**src/rtl/sspc_pkg.sv**
```systemverilog
// Package: shared register offsets, bit positions and identification bytes
// for the serial port controller. Assumes a 12-bit byte-addressed window.
package sspc_pkg;

    localparam int unsigned BUS_AW = 12;
    localparam int unsigned BUS_DW = 32;

    localparam logic [BUS_AW-1:0] OFS_FORMAT  = 12'h000;
    localparam logic [BUS_AW-1:0] OFS_PORTCTL = 12'h004;
    localparam logic [BUS_AW-1:0] OFS_DATA    = 12'h008;
    localparam logic [BUS_AW-1:0] OFS_STATUS  = 12'h00C;
    localparam logic [BUS_AW-1:0] OFS_PRESC   = 12'h010;
    localparam logic [BUS_AW-1:0] OFS_IMASK   = 12'h014;
    localparam logic [BUS_AW-1:0] OFS_IRAW    = 12'h018;
    localparam logic [BUS_AW-1:0] OFS_IMSK    = 12'h01C;
    localparam logic [BUS_AW-1:0] OFS_OFFLOAD = 12'h020;

    // Port control bit positions
    localparam int unsigned PC_LOOP   = 0;
    localparam int unsigned PC_ENABLE = 1;

    // Interrupt bit positions
    localparam int unsigned IRQ_RXLVL = 2;
    localparam int unsigned IRQ_TXLVL = 3;

    // Identification byte for word index 0..7 of the top 32 bytes
    function automatic logic [7:0] id_byte(input logic [2:0] idx);
        case (idx)
            3'd0:    id_byte = 8'h22;
            3'd1:    id_byte = 8'h10;
            3'd2:    id_byte = 8'h04;
            3'd3:    id_byte = 8'h00;
            3'd4:    id_byte = 8'h0D;
            3'd5:    id_byte = 8'hF0;
            3'd6:    id_byte = 8'h05;
            default: id_byte = 8'hB1;
        endcase
    endfunction

endpackage

```
**src/rtl/sspc_fifo.sv**
```systemverilog
// Module: sspc_fifo
// Circular word queue with wrap-around read/write indices and an occupancy
// count from 0 to DEPTH. A push while full and a pop while empty are dropped;
// a push and pop in one cycle leave the count unchanged. The head word is
// presented combinationally. Assumes callers may push and pop together.
module sspc_fifo #(
    parameter int unsigned DEPTH = 8,
    parameter int unsigned DW    = 16,
    parameter int unsigned CW    = $clog2(DEPTH + 1)
) (
    input  logic          clk,
    input  logic          rst_n,
    input  logic          push,
    input  logic [DW-1:0] push_data,
    input  logic          pop,
    output logic [DW-1:0] head,
    output logic [CW-1:0] count
);
    localparam int unsigned PW = (DEPTH > 1) ? $clog2(DEPTH) : 1;

    logic [DW-1:0] slots [DEPTH];
    logic [PW-1:0] wr_idx, rd_idx;
    logic          do_push, do_pop;

    assign do_push = push && (count != CW'(DEPTH));
    assign do_pop  = pop && (count != '0);
    assign head    = slots[rd_idx];

    // Store the incoming word in the slot under the write index
    always_ff @(posedge clk) begin
        if (do_push) slots[wr_idx] <= push_data;
    end

    // Advance indices and track occupancy
    always_ff @(posedge clk) begin
        if (!rst_n) begin
            wr_idx <= '0;
            rd_idx <= '0;
            count  <= '0;
        end else begin
            if (do_push) wr_idx <= (wr_idx == PW'(DEPTH - 1)) ? '0 : wr_idx + 1'b1;
            if (do_pop)  rd_idx <= (rd_idx == PW'(DEPTH - 1)) ? '0 : rd_idx + 1'b1;
            case ({do_push, do_pop})
                2'b10:   count <= count + 1'b1;
                2'b01:   count <= count - 1'b1;
                default: count <= count;
            endcase
        end
    end

endmodule

```
**src/rtl/sspc_engine.sv**
```systemverilog
// Module: sspc_engine
// Transfer engine. When enabled, with a word queued and room in the receive
// queue, it either copies the head word to the receive side in one cycle
// (loopback) or opens one exchange and waits for its completion. Assumes
// xchg_done arrives only while an exchange is outstanding, and that only
// this engine pushes the receive queue (so room cannot vanish mid-exchange).
module sspc_engine #(
    parameter int unsigned DEPTH = 8,
    parameter int unsigned DW    = 16,
    parameter int unsigned CW    = $clog2(DEPTH + 1)
) (
    input  logic          clk,
    input  logic          rst_n,
    input  logic          enable,
    input  logic          loopback,
    input  logic [DW-1:0] word_mask,
    input  logic [CW-1:0] tx_count,
    input  logic [CW-1:0] rx_count,
    input  logic [DW-1:0] tx_head,
    output logic          tx_pop,
    output logic          rx_push,
    output logic [DW-1:0] rx_word,
    output logic          xchg_req,
    output logic [DW-1:0] xchg_tx,
    input  logic          xchg_done,
    input  logic [DW-1:0] xchg_rx
);
    logic in_flight;
    logic can_go;

    assign can_go   = enable && (tx_count != '0) && (rx_count != CW'(DEPTH));
    assign xchg_req = in_flight;
    assign xchg_tx  = tx_head;

    // Decide whether a word moves this cycle and which value is stored
    always_comb begin
        tx_pop  = 1'b0;
        rx_push = 1'b0;
        rx_word = '0;
        if (in_flight) begin
            if (xchg_done) begin
                tx_pop  = 1'b1;
                rx_push = 1'b1;
                rx_word = xchg_rx & word_mask;
            end
        end else if (can_go && loopback) begin
            tx_pop  = 1'b1;
            rx_push = 1'b1;
            rx_word = tx_head & word_mask;
        end
    end

    // Open an exchange when idle, close it on completion
    always_ff @(posedge clk) begin
        if (!rst_n) begin
            in_flight <= 1'b0;
        end else if (in_flight) begin
            if (xchg_done) in_flight <= 1'b0;
        end else if (can_go && !loopback) begin
            in_flight <= 1'b1;
        end
    end

endmodule

```
**src/rtl/serial_port_ctl.sv**
```systemverilog
// Module: serial_port_ctl (top)
// Register file, address decode, status and interrupt generation around a
// transmit queue, a receive queue and the transfer engine. Reads return
// data combinationally in the strobe cycle; a data read removes the head of
// the receive queue at the clock edge. Assumes one-cycle strobes that never
// coincide.
module serial_port_ctl #(
    parameter int unsigned DEPTH  = 8,
    parameter int unsigned SIZE_W = 4,
    parameter int unsigned LEVEL  = 4
) (
    input  logic                     clk,
    input  logic                     rst_n,
    input  logic [11:0]              bus_addr,
    input  logic                     bus_wr,
    input  logic [31:0]              bus_wdata,
    input  logic                     bus_rd,
    output logic [31:0]              bus_rdata,
    output logic                     irq,
    output logic                     xchg_req,
    output logic [(1<<SIZE_W)-1:0]   xchg_tx,
    input  logic                     xchg_done,
    input  logic [(1<<SIZE_W)-1:0]   xchg_rx
);
    import sspc_pkg::*;

    localparam int unsigned DW = 1 << SIZE_W;
    localparam int unsigned CW = $clog2(DEPTH + 1);

    logic [DW-1:0]     format_q;
    logic [3:0]        portctl_q;
    logic [7:0]        presc_q;
    logic [3:0]        imask_q;

    logic [SIZE_W:0]   nbits;
    logic [DW:0]       wide_mask;
    logic [DW-1:0]     word_mask;

    logic [CW-1:0]     tx_count, rx_count;
    logic [DW-1:0]     tx_head, rx_head;
    logic              tx_push, tx_pop, rx_push, rx_pop;
    logic [DW-1:0]     rx_word;
    logic              enable, loopback;

    logic [4:0]        status;
    logic [3:0]        iraw;
    logic              is_data;

    assign enable   = portctl_q[PC_ENABLE];
    assign loopback = portctl_q[PC_LOOP];
    assign is_data  = (bus_addr == OFS_DATA);

    // Word-size mask: nbits ones, nbits = field + 1
    assign nbits     = {1'b0, format_q[SIZE_W-1:0]} + (SIZE_W+1)'(1);
    assign wide_mask = ((DW+1)'(1) << nbits) - (DW+1)'(1);
    assign word_mask = wide_mask[DW-1:0];

    assign tx_push = bus_wr && is_data && (tx_count != CW'(DEPTH));
    assign rx_pop  = bus_rd && is_data && (rx_count != '0);

    // Status and level interrupts follow the queue counts directly
    assign status = {(tx_count != '0), (rx_count == CW'(DEPTH)),
                     (rx_count != '0), (tx_count != CW'(DEPTH)), (tx_count == '0)};
    always_comb begin
        iraw            = '0;
        iraw[IRQ_RXLVL] = (rx_count >= CW'(LEVEL));
        iraw[IRQ_TXLVL] = (tx_count <= CW'(LEVEL));
    end
    assign irq = |(iraw & imask_q);

    // Transmit queue
    sspc_fifo #(.DEPTH(DEPTH), .DW(DW), .CW(CW)) u_txq (
        .clk(clk), .rst_n(rst_n),
        .push(tx_push), .push_data(bus_wdata[DW-1:0] & word_mask),
        .pop(tx_pop), .head(tx_head), .count(tx_count)
    );

    // Receive queue
    sspc_fifo #(.DEPTH(DEPTH), .DW(DW), .CW(CW)) u_rxq (
        .clk(clk), .rst_n(rst_n),
        .push(rx_push), .push_data(rx_word),
        .pop(rx_pop), .head(rx_head), .count(rx_count)
    );

    // Transfer engine
    sspc_engine #(.DEPTH(DEPTH), .DW(DW), .CW(CW)) u_eng (
        .clk(clk), .rst_n(rst_n),
        .enable(enable), .loopback(loopback), .word_mask(word_mask),
        .tx_count(tx_count), .rx_count(rx_count), .tx_head(tx_head),
        .tx_pop(tx_pop), .rx_push(rx_push), .rx_word(rx_word),
        .xchg_req(xchg_req), .xchg_tx(xchg_tx),
        .xchg_done(xchg_done), .xchg_rx(xchg_rx)
    );

    // Writable configuration registers
    always_ff @(posedge clk) begin
        if (!rst_n) begin
            format_q  <= '0;
            portctl_q <= '0;
            presc_q   <= '0;
            imask_q   <= '0;
        end else if (bus_wr) begin
            case (bus_addr)
                OFS_FORMAT:  format_q  <= bus_wdata[DW-1:0];
                OFS_PORTCTL: portctl_q <= bus_wdata[3:0];
                OFS_PRESC:   presc_q   <= bus_wdata[7:0];
                OFS_IMASK:   imask_q   <= bus_wdata[3:0];
                default:     ;
            endcase
        end
    end

    // Read data selection
    always_comb begin
        bus_rdata = '0;
        if (bus_addr[11:5] == 7'h7F) begin
            bus_rdata = {24'b0, id_byte(bus_addr[4:2])};
        end else begin
            case (bus_addr)
                OFS_FORMAT:  bus_rdata = BUS_DW'(format_q);
                OFS_PORTCTL: bus_rdata = BUS_DW'(portctl_q);
                OFS_DATA:    bus_rdata = (rx_count != '0) ? BUS_DW'(rx_head) : '0;
                OFS_STATUS:  bus_rdata = BUS_DW'(status);
                OFS_PRESC:   bus_rdata = BUS_DW'(presc_q);
                OFS_IMASK:   bus_rdata = BUS_DW'(imask_q);
                OFS_IRAW:    bus_rdata = BUS_DW'(iraw);
                OFS_IMSK:    bus_rdata = BUS_DW'(iraw & imask_q);
                default:     bus_rdata = '0;
            endcase
        end
    end

endmodule

```
**config.mk**
```make
export PLATFORM = sky130hd
export DESIGN_NAME = serial_port_ctl
export DESIGN_NICKNAME = d
export VERILOG_FILES = /design/src/rtl/sspc_pkg.sv /design/src/rtl/sspc_fifo.sv /design/src/rtl/sspc_engine.sv /design/src/rtl/serial_port_ctl.sv
export SDC_FILE = /design/constraint.sdc
export NUM_CORES = 1
export LEC_CHECK = 0
export ABC_AREA = 1
export BUFFER_PORTS_ARGS = -buffer_cell sky130_fd_sc_hd__clkbuf_2
export CAP_MARGIN = 20
export CORE_ASPECT_RATIO = 1.25
export CORE_MARGIN = 5
export CORE_UTILIZATION = 50
export DETAILED_ROUTE_END_ITERATION = 6
export PLACE_DENSITY = 0.78
export SYNTH_ARGS = -nofsm -noshare
export SYNTH_HDL_FRONTEND = slang
export SYNTH_SLANG_ARGS = --single-unit
export TNS_END_PERCENT = 100
```
**constraint.sdc**
```tcl
create_clock -name clk -period 3.85 [get_ports clk]
set_clock_uncertainty 0.15 [all_clocks]
set_input_delay 0.385 -clock clk [delete_from_list [all_inputs] [get_ports clk]]
set_output_delay 0.385 -clock clk [all_outputs]
set_load 0.05 [all_outputs]
```
# [Yosys cells after proc, flatten, opt, wreduce, memory -nomap -nowiden]
# Memories as Yosys holds them, arrays and structs flattened. A register that Yosys moved wholly into a read port is not among the register bits.
# Cells that the tools add are included.
[word_totals] out_inout_bits=50 ramBits=256 memories=2 ff_bits=53 input_bits=65 elab_cells=108
[classes] shift=1 n_eq_ne=25 addsub=10 muxes=27 n_lt_le_gt_ge=2 reduce_logical=25 n_bitwise=5
[memory_table] name="u_rxq.slots" depth=8 word_bits=16 read_ports=1 rd_clocked_by_memory_dff=1 wr=1 line="sspc_fifo.sv:21" text="logic [DW-1:0] slots [DEPTH];"
[memory_table] name="u_txq.slots" depth=8 word_bits=16 read_ports=1 rd_clocked_by_memory_dff=1 wr=1 line="sspc_fifo.sv:21"
[op_table] cell="16-bit case mux with 8 select lines" n=1
[op_table] cell="16-bit 2-to-1 mux" n=5
[op_table] cell="8-bit case mux with 7 select lines" n=1
[op_table] cell="16-bit AND" n=3
[op_table] cell="12-bit by 5-bit equality test with 1-bit output, second input constant" n=4
[op_table] cell="12-bit by 4-bit equality test with 1-bit output, second input constant" n=2
[op_table] cell="3-bit 2-to-1 mux" n=8
[op_table] cell="3-bit equality test, second input constant" n=7
[op_table] cell="4-bit case mux with 2 select lines" n=2
[op_table] cell="1-bit by 5-bit << shifter with 16-bit output, first input constant" n=1
[op_table] cell="16-bit by 2-bit subtractor with 16-bit output, second input constant" n=1
[op_table] cell="3-bit by 1-bit adder with 3-bit output, second input constant" n=4
[op_table] cell="12-bit by 3-bit equality test with 1-bit output, second input constant" n=1
[op_table] cell="1-bit logical AND" n=12
[op_table] cell="12-bit logical NOT" n=1
[op_table] cell="1-bit 2-to-1 mux" n=10
[op_table] cell="4-bit by 1-bit adder with 4-bit output, second input constant" n=2
[op_table] cell="4-bit AND" n=2
[op_table] cell="4-bit != test, second input constant" n=2
[op_table] cell="2-bit AND reduction" n=4
[op_table] cell="4-bit nonzero test" n=2
[op_table] cell="4-bit by 1-bit subtractor with 4-bit output, second input constant" n=2
[op_table] cell="7-bit equality test, second input constant" n=1
[op_table] cell="3-bit by 2-bit equality test with 1-bit output, second input constant" n=2
[op_table] cell="12 further kinds" n=15

# [Longest topological paths before layout]
[logic_depth] ltp_word=9 depth_mapped=18 mapped_depth_nobuf=17

# [Cells and area by module]
# Synthesis repeated with hierarchy kept, for this count alone.
[hier_totals] hier_cells=1451 hier_area_um2=14642.8
[modules_own_cells] module="sspc_fifo at u_rxq" seq_area_each_um2=4103.9 n_inst=1 cells_per_inst=453 area_each_um2=5688.0
[modules_own_cells] module="sspc_fifo at u_txq" seq_area_each_um2=4103.9 n_inst=1 cells_per_inst=451 area_each_um2=5680.4
[modules_own_cells] module="serial_port_ctl" seq_area_each_um2=640.6 n_inst=1 cells_per_inst=426 area_each_um2=2586.2
[modules_own_cells] module="sspc_engine" seq_area_each_um2=20.0 n_inst=1 cells_per_inst=121 area_each_um2=688.2

# [Worst setup path before layout]
# OpenSTA, ideal clock, no wires.
[synth_path] kind="input port to flip-flop" from="in bus_addr[4]" to="mem u_txq.slots[0][0] (enable)" stages=9 setup_slack_ns=0.931 setup_time_ns=0.409 t_arrival_ns=2.359 required_ns=3.291 path_cell_list="buf_6 -> clkinv_2 -> nand2_2 -> nor2_4 -> nand2_4 -> nor2_8 -> nand2_4 -> or2_4 -> nor3_1"
[synth_between] elab_chain_cells=6
[synth_lines] element="from (decl)" line="serial_port_ctl.sv:14" text="input logic [11:0] bus_addr,"
[synth_lines] element="12-bit by 4-bit equality test with 1-bit output" line="serial_port_ctl.sv:51" text="assign is_data = (bus_addr == OFS_DATA);"
[synth_lines] element="1-bit logical AND (2 in series)" line="serial_port_ctl.sv:58" text="assign tx_push = bus_wr && is_data && (tx_count != CW'(DEPTH));"
[synth_lines] element="1-bit logical AND" line="sspc_fifo.sv:25" text="assign do_push = push && (count != CW'(DEPTH));"
[synth_lines] element="1-bit 2-to-1 mux" line="sspc_fifo.sv:31" text="if (do_push) slots[wr_idx] <= push_data;"
[synth_lines] element="1-bit 2-to-1 mux (not written as such)" line="sspc_fifo.sv:31"
[synth_lines] element="to (decl)" line="sspc_fifo.sv:21"
# Every way passes these cells.

==> flow_metrics.tcl <==
set metrics [dict create \
    ys_async_sr_fraction_pct 0 \
    cap_violations 0 \
    synth.distinct_cells 47 \
    worst-path-max-fanout 64 \
    seqPwrFrac_pct 56.6 \
    finalMaxSlewViolations 0 \
    htree_num_levels 1 \
    via_per_inst 5.71 \
    power_density_nw_per_um2 410 \
    fin_crit_ns 3.24 \
    antenna_cells 0 \
    grt_max_degree 65 \
    num_vias 10500 \
    core_um2 27700 \
    grt_pass1_vias 10000 \
    synth-edff-count 256 \
    tritoncts "done" \
    yosys_most_used_dff "edfxtp_1" \
    root_buffer "clkbuf_16" \
    tns_ns 0 \
    clock_power_share_pct 41.4 \
    synth_sequential_area_ratio_pct 63.1 \
    dp_slack_ns 0.967 \
    p_sw_share_pct 20.1 \
    post-dp-hpwl_mm 22.7 \
    antenna_found_initial 0 \
    clock-sinks 315 \
    p_int_w 0.00513 \
    syn_inst 1396 \
    status "finished clean" \
    drcViolationCount 0 \
    grt_pass1_wl_mm 53.5 \
    num-fill-cells 2227 \
    nets 1554 \
    core.rowCount 68 \
    worstPathArrival_ns 2.70 \
    initial_core_util_pct 50.9 \
    fin_cells 1843 \
    cp-end-kind "output pin" \
    final_layout_size_suffix_gt1_share_pct 13.1 \
    placed_cells 1787 \
    register_area_um2 8870 \
    post_drt_wl_per_cell_um 19.1 \
    grt_setup_unrepaired "no" \
    worstHoldPathCells 3 \
    multiInputGateArea_um2 4390 \
    yosys_warnings 0 \
    critical_path_class "flop to output pin" \
    peakVddDrop_mv 0.422 \
    finalCritPeriodShare_pct 84.1 \
    chipWidth_um 160 \
    hold_start "bus_wdata[11]" \
    synthTopCellsByCount "256 x edfxtp_1, 244 x nor2_1, 189 x nand2_1, 172 x o21ai_0, 110 x inv_1" \
    die_area_um2 31600 \
    die-height_um 198 \
    maxSlewHeadroom_pct 32.7 \
    grt_usage_pct 21.4 \
    io_pins 115 \
    syn_to_final_growth_pct 11.4 \
    grt_overflow_total 0 \
    yosysMostFrequentCell "edfxtp_1" \
    ant_nets 0 \
    yosys.area.top_type "edfxtp_1" \
    worst_setup_path_start_kind "flop" \
    synth_top_area_share_pct 54.7 \
    reg2regPathDepth 17 \
    p_leak_nw 6.01 \
    synth-seq-cells 315 \
    numCtsBuffers 29 \
    syn_area_um2 14100 \
    clockBufferDepth 3 \
    globalplace.congestion 0.931 \
    share_comb_of_total_power_pct 2.1 \
    dr.pass1.iters 7 \
    synth_area_leaders "edfxtp_1 55%, dfxtp_1 8.4%, nor2_1 6.5%, o21ai_0 6.1%, nand2_1 5.0%" \
    syn_area_per_cell_um2 10.1 \
    power_switching_w 0.00129 \
    drt_iter0_drc 1211 \
    worst_skew_pair.late_latency_ns 0.56 \
    cp.required_ns 3.31 \
    port-buffer-count 82 \
    regToRegEndpoint "u_txq.count[3]" \
    clkTransAtPathRegs_ns 0.06 \
    drt_wl_total_mm 35.2 \
    min_to "format_q[11]" \
    r2r_slack_ns 0.93 \
    r2r-start "u_rxq.count[0]" \
    hold_path.class "primary input to flop" \
    setup_ws_ns 0.613 \
    final_util_pct 56.7 \
    hold_violations 0 \
    setup_viol 0 \
    max_slew.worst_pin.slew_ns 1.01 \
    fmax_mhz 309 \
]
[worst max path at each step]
stage / start / end
floorplan: bus_addr[4] / u_txq.slots[0][0]
global placement: bus_addr[4] / bus_rdata[15]
detailed placement: u_rxq.count[0] / u_txq.count[3]
CTS: flop / bus_rdata[0]
global route: flop / bus_rdata[0]
finish: flop / bus_rdata[0]
[cells by family (layout without fill, tap and decap cells)]
| kind of cell | Yosys count | count (layout) | share of synthesized area, % |
|---|---|---|---|
| other | 2 | 17 | 0.0534 |
| AND/OR/NAND/NOR | 540 | 540 | 16.6 |
| XOR/XNOR | 5 | 5 | 0.311 |
| buffers and inverters | 201 | 283 | 6.40 |
| adder cells (fa/ha/maj) | 17 | 17 | 1.62 |
| flip-flops | 315 | 315 | 63.1 |
| AO/OA/AOI/OAI | 316 | 316 | 11.9 |
[metrics by stage]
step                cell area (µm²)  power (W)  hold slack [ns]
global route                  15700    0.00660           0.0302
detailed placement            14700    0.00383            0.288
global placement              14700    0.00383            0.283
CTS                           15700    0.00645           0.0154
floorplan                     14100    0.00379            0.274
finish                        15700    0.00642           0.0466
[layer usage]
layer	routed length (µm)	global-route usage, %	vias up	part of all wire (%)
met3	2580	2.67	114	7.3
met1	12900	25.6	4972	37
met5	0	0	-	0
li1	-	-	4930	-
met2	17900	38.6	501	51
met4	1740	9.95	0	4.9
[repair_timing]
action / in CTS / in global routing
resized for setup: 0 / 0
endpoints found under the hold margin: 4 / 0
setup buffers: 0 / 0
hold buffers: 4 / 0
[state kept, by name (all words and copies together) (netlist names), named ones only]
register / count
format_q: 16
imask_q: 4
portctl_q: 4
presc_q: 8
u_eng.xchg_req: 1
u_rxq.count: 4
u_rxq.rd_idx: 3
u_rxq.slots: 128
u_rxq.wr_idx: 3
u_txq.count: 4
u_txq.rd_idx: 3
u_txq.slots: 128
u_txq.wr_idx: 3
[critical path, stage by stage (launching register included)]
cell and delay [ns]:
dfxtp_2 0.32, inv_2 0.72, o21ai_0 0.28, o211ai_1 0.17
o211ai_1 0.18, nand3_1 0.17, clkbuf_2 0.30
[final cells by class]
| class | count | area share, % |
|---|---|---|
| sequential | 315 | 56.6 |
| multi-input combinational | 895 | 28.0 |
| clock buffer | 36 | 4.86 |
| timing repair buffer | 110 | 4.03 |
| inverter | 121 | 2.93 |
| tap | 350 | 2.80 |
| clock inverter | 16 | 0.735 |
[placed cells by master, fill, tap and decap left out, types with 3 or more instances in the layout]
cell | netlist | layout
a21oi_1 | 55 | 55
and2_1 | 3 | 3
buf_4 | 19 | 24
clkbuf_1 | 31 | 6
clkbuf_16 | 0 | 29
clkbuf_2 | 3 | 82
clkinv_1 | 1 | 10
clkinv_2 | 2 | 5
conb_1 | 2 | 17
dfxtp_1 | 59 | 57
dlygate4sd3_1 | 0 | 4
edfxtp_1 | 256 | 256
ha_1 | 15 | 15
inv_1 | 110 | 110
inv_2 | 7 | 7
nand2_1 | 189 | 189
nand2_2 | 10 | 10
nand3_1 | 38 | 38
nand4_1 | 19 | 19
nor2_1 | 244 | 244
nor2_2 | 5 | 5
nor2_4 | 4 | 4
nor3_2 | 2 | 10
o211ai_1 | 13 | 13
o21ai_0 | 172 | 172
o21ai_1 | 25 | 25
o22ai_1 | 49 | 49
xnor2_1 | 4 | 4
[power by group through the flow]
stage	Sequential, W	Combinational (W)	Clock, W
2_1_floorplan	0.00370	0.0000867	0
3_3_place_gp	0.00370	0.000125	0
3_5_place_dp	0.00370	0.000126	0
4_1_cts	0.00363	0.000130	0.00269
5_1_grt	0.00363	0.000139	0.00284
6_report	0.00363	0.000132	0.00266
No activity file was read; power rests on OpenSTA's default activity.
